==> config.mk <==
export PLATFORM = sky130hd
export DESIGN_NAME = crc_frame_tx
export DESIGN_NICKNAME = d
export VERILOG_FILES = /design/src/rtl/crc_tx_pkg.sv /design/src/rtl/crc_tx_serializer.sv /design/src/rtl/crc_tx_lfsr.sv /design/src/rtl/crc_tx_ctrl.sv /design/src/rtl/crc_frame_tx.sv
export SDC_FILE = /design/constraint.sdc
export NUM_CORES = 1
export LEC_CHECK = 0
export ABC_CLOCK_PERIOD_IN_PS = 5000
export CORE_AREA = 2 2 70 72
export DETAILED_ROUTE_END_ITERATION = 10
export DIE_AREA = 0 0 72 74
export GPL_TIMING_DRIVEN = 0
export PLACE_DENSITY = 0.54
export SLEW_MARGIN = 20
export SYNTH_ARGS = -nofsm -noshare
export SYNTH_HDL_FRONTEND = slang
export SYNTH_SLANG_ARGS = --single-unit
==> constraint.sdc <==
create_clock -name clk -period 5 [get_ports clk]
set_clock_uncertainty 0.2 [all_clocks]
set_input_delay 1 -clock clk [delete_from_list [all_inputs] [get_ports clk]]
set_output_delay 1 -clock clk [all_outputs]
set_load 0.01 [all_outputs]
==> src/rtl/crc_tx_pkg.sv <==
package crc_tx_pkg;

   typedef enum logic [2:0] {
      ST_IDLE = 3'd0,
      ST_WAIT = 3'd1,
      ST_MSG  = 3'd2,
      ST_FCS  = 3'd3,
      ST_DONE = 3'd4
   } tx_state_e;

endpackage

==> src/rtl/crc_tx_serializer.sv <==
module crc_tx_serializer #(
   parameter int OCT_W = 8
) (
   input  logic             clk,
   input  logic             rst_n,
   input  logic             load_i,
   input  logic [OCT_W-1:0] data_i,
   input  logic             shift_i,
   output logic             msb_o
);

   logic [OCT_W-1:0] sreg_q;

   always_ff @(posedge clk or negedge rst_n) begin
      if (!rst_n) begin
         sreg_q <= '0;
      end else if (load_i) begin
         sreg_q <= data_i;
      end else if (shift_i) begin
         sreg_q <= {sreg_q[OCT_W-2:0], 1'b0};
      end
   end

   assign msb_o = sreg_q[OCT_W-1];

endmodule

==> src/rtl/crc_tx_lfsr.sv <==
module crc_tx_lfsr #(
   parameter int               FCS_W = 4,
   parameter logic [FCS_W-1:0] POLY  = 4'b1001
) (
   input  logic             clk,
   input  logic             rst_n,
   input  logic             clear_i,
   input  logic             step_i,
   input  logic             feed_i,
   input  logic             data_bit_i,
   output logic [FCS_W-1:0] fcs_o
);

   logic [FCS_W-1:0] fcs_q;
   logic [FCS_W-1:0] fcs_nxt;
   logic             fb;

   // feedback is gated off while the remainder is being shifted out
   assign fb = feed_i & (data_bit_i ^ fcs_q[FCS_W-1]);

   for (genvar i = 0; i < FCS_W; i++) begin : g_stage
      logic prev;
      if (i == 0) begin : g_head
         assign prev = 1'b0;
      end else begin : g_body
         assign prev = fcs_q[i-1];
      end
      if (POLY[i]) begin : g_tap
         assign fcs_nxt[i] = prev ^ fb;
      end else begin : g_plain
         assign fcs_nxt[i] = prev;
      end
   end

   always_ff @(posedge clk or negedge rst_n) begin
      if (!rst_n) begin
         fcs_q <= '0;
      end else if (clear_i) begin
         fcs_q <= '0;
      end else if (step_i) begin
         fcs_q <= fcs_nxt;
      end
   end

   assign fcs_o = fcs_q;

endmodule

==> src/rtl/crc_tx_ctrl.sv <==
module crc_tx_ctrl
   import crc_tx_pkg::*;
#(
   parameter int OCT_W = 8,
   parameter int FCS_W = 4
) (
   input  logic      clk,
   input  logic      rst_n,
   input  logic      sof_i,
   input  logic      vld_i,
   input  logic      last_i,
   output logic      rdy_o,
   output logic      load_o,
   output logic      shift_o,
   output logic      clear_o,
   output logic      step_o,
   output logic      feed_o,
   output logic      msg_sel_o,
   output logic      done_o,
   output tx_state_e state_o
);

   localparam int BCW = (OCT_W > 1) ? $clog2(OCT_W) : 1;
   localparam int FCW = (FCS_W > 1) ? $clog2(FCS_W) : 1;
   localparam logic [BCW-1:0] BIT_END = BCW'(OCT_W - 1);
   localparam logic [FCW-1:0] FCS_END = FCW'(FCS_W - 1);

   tx_state_e      state_q;
   tx_state_e      state_d;
   logic [BCW-1:0] bit_q;
   logic [BCW-1:0] bit_d;
   logic [FCW-1:0] fcs_cnt_q;
   logic [FCW-1:0] fcs_cnt_d;
   logic           last_q;
   logic           last_d;
   logic           final_bit;
   logic           accept;

   assign final_bit = (state_q == ST_MSG) && (bit_q == BIT_END);
   assign rdy_o     = (state_q == ST_WAIT) || (final_bit && !last_q);
   assign accept    = rdy_o && vld_i;

   assign load_o    = accept;
   assign shift_o   = (state_q == ST_MSG);
   assign clear_o   = (state_q == ST_IDLE) && sof_i;
   assign step_o    = (state_q == ST_MSG) || (state_q == ST_FCS);
   assign feed_o    = (state_q == ST_MSG);
   assign msg_sel_o = (state_q == ST_MSG);
   assign done_o    = (state_q == ST_DONE);
   assign state_o   = state_q;

   always_comb begin
      state_d   = state_q;
      bit_d     = bit_q;
      fcs_cnt_d = fcs_cnt_q;
      last_d    = last_q;
      unique case (state_q)
         ST_IDLE: begin
            if (sof_i) begin
               state_d = ST_WAIT;
            end
         end
         ST_WAIT: begin
            if (accept) begin
               state_d = ST_MSG;
               bit_d   = '0;
               last_d  = last_i;
            end
         end
         ST_MSG: begin
            bit_d = bit_q + 1'b1;
            if (final_bit) begin
               if (last_q) begin
                  state_d   = ST_FCS;
                  fcs_cnt_d = '0;
               end else if (accept) begin
                  bit_d  = '0;
                  last_d = last_i;
               end else begin
                  state_d = ST_WAIT;
               end
            end
         end
         ST_FCS: begin
            fcs_cnt_d = fcs_cnt_q + 1'b1;
            if (fcs_cnt_q == FCS_END) begin
               state_d = ST_DONE;
            end
         end
         ST_DONE: begin
            state_d = ST_IDLE;
         end
         default: begin
            state_d = ST_IDLE;
         end
      endcase
   end

   always_ff @(posedge clk or negedge rst_n) begin
      if (!rst_n) begin
         state_q   <= ST_IDLE;
         bit_q     <= '0;
         fcs_cnt_q <= '0;
         last_q    <= 1'b0;
      end else begin
         state_q   <= state_d;
         bit_q     <= bit_d;
         fcs_cnt_q <= fcs_cnt_d;
         last_q    <= last_d;
      end
   end

endmodule

==> src/rtl/crc_frame_tx.sv <==
module crc_frame_tx
   import crc_tx_pkg::*;
#(
   parameter int               OCT_W = 8,
   parameter int               FCS_W = 4,
   parameter logic [FCS_W-1:0] POLY  = 4'b1001
) (
   input  logic             clk,
   input  logic             rst_n,
   input  logic             frame_start_i,
   input  logic [OCT_W-1:0] oct_data_i,
   input  logic             oct_valid_i,
   output logic             oct_ready_o,
   input  logic             oct_last_i,
   output logic             line_o,
   output logic             frame_done_o
);

   if (OCT_W < 2) begin : g_bad_octet
      $error("crc_frame_tx: OCT_W must be at least 2");
   end
   if (FCS_W < 2) begin : g_bad_width
      $error("crc_frame_tx: FCS_W must be at least 2");
   end
   if (POLY == '0) begin : g_bad_poly
      $error("crc_frame_tx: POLY must have a nonzero term");
   end

   tx_state_e        state;
   logic             load;
   logic             shift;
   logic             clear;
   logic             step;
   logic             feed;
   logic             msg_sel;
   logic             msg_bit;
   logic [FCS_W-1:0] fcs_q;

   crc_tx_ctrl #(
      .OCT_W (OCT_W),
      .FCS_W (FCS_W)
   ) u_ctrl (
      .clk       (clk),
      .rst_n     (rst_n),
      .sof_i     (frame_start_i),
      .vld_i     (oct_valid_i),
      .last_i    (oct_last_i),
      .rdy_o     (oct_ready_o),
      .load_o    (load),
      .shift_o   (shift),
      .clear_o   (clear),
      .step_o    (step),
      .feed_o    (feed),
      .msg_sel_o (msg_sel),
      .done_o    (frame_done_o),
      .state_o   (state)
   );

   crc_tx_serializer #(
      .OCT_W (OCT_W)
   ) u_ser (
      .clk     (clk),
      .rst_n   (rst_n),
      .load_i  (load),
      .data_i  (oct_data_i),
      .shift_i (shift),
      .msb_o   (msg_bit)
   );

   crc_tx_lfsr #(
      .FCS_W (FCS_W),
      .POLY  (POLY)
   ) u_lfsr (
      .clk        (clk),
      .rst_n      (rst_n),
      .clear_i    (clear),
      .step_i     (step),
      .feed_i     (feed),
      .data_bit_i (msg_bit),
      .fcs_o      (fcs_q)
   );

   // output select: message path, remainder path, or quiet line
   always_comb begin
      if (msg_sel) begin
         line_o = msg_bit;
      end else if (state == ST_FCS) begin
         line_o = fcs_q[FCS_W-1];
      end else begin
         line_o = 1'b0;
      end
   end

endmodule

==> metrics.md <==
| Metric | Value |
|---|---|
| CP arrival | 2070 ps |
| Core area | 0.00460 mm^2 |
| Tcrit/Tclk final | 65.3% |
| CTS resizes | 0 |
| Vias/cell | 4.66 |
| Post-Synthesis Cells | 103 |
| First-pass GRT wire length | 3910 um |
| DP Area | 0.00134 mm^2 |
| Final setup fails | 0 |
| Critical path capture point type | output pin |
| RSZ-0062 raised after global routing | no |
| Critical path type | reg -> out |
| Syn avg cell area | 10.8 um^2 |
| Sinks on Clock Net | 21 |
| Slowest-stage cell, CP | clkdlybuf4s50_1 |
| Final core utilization | 30.0% |
| Total power | 0.000820 W |
| Via Count | 820 |
| Post-synthesis net count | 119 |
| Aggregate global-route resource usage | 9.61% |
| Largest net degree at the start of global routing | 22 |
| PortBufs | 15 |
| Routed Antenna Nets | 0 |
| Final HPWL DP | 1720 um |
| Worst-path maximum fanout | 5 |
| Setup crit start kind | register |
| DRT iter0 DRCs | 9 |
| Worst path max stage delay | 480 ps |
| Total gr overflow | 0 |
| Maxcap violations | 0 |
| Rows | 25 |
| Initial antenna violation count | 0 |
| Hold buffers post-CTS | 0 |
| Die Height | 74 um |
| Actual slew at the worst max-slew pin | 956 ps |
| Layout cells sized above 1 | 12.3% |
| Worst hold path class | reg -> reg |
| Fin nets | 139 |
| Total Wirelength | 2300 um |
| Mapped Area | 0.00112 mm^2 |
| CTS tree | yes |
| Vias in the first global route | 865 |
| Layout overhead on the synthesized area | 23.6% |
| Die area | 0.00533 mm^2 |
| Outcome | finished clean |
| CTS H-tree depth | 1 |
| TritonCTS buffer count | 3 |
| Sequential fraction of the synthesis area | 47.0% |
| Sum Neg Setup Slack | 0 ps |
| Worst vdd ir | 197 uV |
| Ports | 16 |
| Yosys warnings | 0 |
| Synth Flop Type | dfrtp_1 |
| Worst path cell trace | ha_1, ha_1, and4bb_1, nor2_1, nor2_1, clkdlybuf4s50_1 |
| RePlAce Congestion | 0.762 |
| Fmax achieved | 306 MHz |
| # DRC | 0 |
| Final hold vios | 0 |
| Post-CTS Setup Inserts | 0 |
| Synth async-reset ratio | 100% |
| Slew HR | 36.0% |
| Routed len/inst | 13.1 um |
| DIE WIDTH | 72 um |
| Starting Density | 24.3% |
| Clock Latency Late Sink | 260 ps |
| Flops & latches, synth | 21 |
| Clock-pin slew on the worst setup and hold paths | 80 ps |
| Final setup margin | 1730 ps |
| Number of diodes | 0 |
| Root Buffer | clkbuf_8 |
| Final period demand of the worst path | 3270 ps |
| EDFF count, synth | 0 |
| Req. time, crit path | 3800 ps |
| Cell variety after synth | 32 |
| Leak | 0.644 nW |
| Pwr/cell area | 594 mW/mm^2 |
| First-pass DRT Iterations | 4 |
| Slew Viols, Final | 0 |
| Fin area | 0.00138 mm^2 |
| CTS Buffer Depth | 2 |
| Fill cell count | 457 |
| Setup WS pre-CTS | 2030 ps |
==> layer usage <==
layer / GRT usage [%] / vias to the layer above / routed length (um)
met5: 0 / - / 0
met1: 11.6 / 400 / 1050
met3: 1.76 / 2 / 59
li1: - / 405 / -
met4: 3.14 / 0 / 27
met2: 17.4 / 13 / 1160
==> final timing paths <==
check	cells past startpoint	end	slack (ps)	start
hold reg to reg	1	u_ctrl.bit_q[0]	280	u_ctrl.bit_q[0]
max in group asynchronous	1	u_ctrl.state_o[0]	2950	rst_n
min in group asynchronous	1	u_ser.sreg_q[2]	1060	rst_n
setup reg to reg	6	u_ser.sreg_q[3]	3060	u_ctrl.bit_q[0]
setup / recovery	6	oct_ready_o	1730	u_ctrl.bit_q[0]
hold / removal	1	u_ctrl.bit_q[0]	280	u_ctrl.bit_q[0]
==> through the flow <==
stage | hold slack [ps] | std cells
CTS | 279 | 176
finish | 283 | 176
global placement | 256 | 172
floorplan | 246 | 103
detailed placement | 268 | 172
global route | 305 | 176
==> registers in the layout, indices dropped and copies added (netlist names) <==
signal / count
u_ctrl.state_o: 3
u_ctrl.fcs_cnt_q: 2
u_ctrl.last_q: 1
u_ctrl.bit_q: 3
u_ser.sreg_q: 8
u_lfsr.fcs_o: 4
==> cells in the mapped netlist (2+ instances only) <==
cell	instances	area share, %
xnor2_1	2	1.6
a22o_1	8	6.3
nand2b_1	2	1.1
nor2_1	11	3.7
nand2_1	6	2.0
inv_1	4	1.3
ha_1	3	3.4
dfrtp_1	21	47
o21ai_0	5	2.2
a21o_1	4	2.7
mux2i_1	5	4.5
nor2b_1	4	2.2
and3_1	2	1.1
a21oi_1	7	3.1
buf_2	2	0.90
==> layout make-up <==
| type | instances | area (um^2) | share of cell area (%) |
|---|---|---|---|
| buffer | 3 | 21.3 | 1.54 |
| clock buffer | 3 | 41.3 | 2.99 |
| clock inverter | 1 | 5.00 | 0.362 |
| inverter | 4 | 15.0 | 1.09 |
| multi-input combinational | 75 | 556 | 40.2 |
| sequential | 21 | 526 | 38.0 |
| tap | 54 | 67.6 | 4.89 |
| timing repair buffer | 15 | 150 | 10.9 |
==> power by group <==
group	internal [W]	total (W)	switching (W)
combinational	0.000199	0.000402	0.000203
sequential	0.000248	0.000304	0.0000560
clock	0.0000556	0.000113	0.0000574
total	0.000503	0.000820	0.000317
==> logic make-up (layout without fill, tap and decap cells) <==
| kind of cell | after synthesis | after routing | share of synthesized area [%] |
|---|---|---|---|
| muxes | 6 | 6 | 6.49 |
| and+or+nand+nor | 33 | 33 | 17.1 |
| adders and majority gates | 3 | 3 | 3.36 |
| AOI/OAI and AO/OA | 31 | 31 | 21.2 |
| xor gates and xnor gates | 2 | 2 | 1.57 |
| buffers and inverters | 7 | 26 | 3.25 |
| DFF | 21 | 21 | 47.0 |
==> placed cells by master, fill, tap and decap left out, types with 2 or more instances in the layout <==
master           synthesis  routed
nand2_1                  6       6
nor2b_1                  4       4
buf_2                    2       2
clkbuf_8                 0       3
a22o_1                   8       8
xnor2_1                  2       2
inv_1                    4       4
and3_1                   2       2
nor2_1                  11      11
dfrtp_1                 21      21
clkdlybuf4s50_1          0      15
o21ai_0                  5       5
nand2b_1                 2       2
a21o_1                   4       4
mux2i_1                  5       5
a21oi_1                  7       7
ha_1                     3       3
==> worst max-delay path: cells and delay by family (launching register included) <==
family	cells	cell delay, ps
fa+ha+maj	2	430
buf+inv	1	480
flops	1	400
simple gates	3	490
Power figures use the tool's default switching activity.
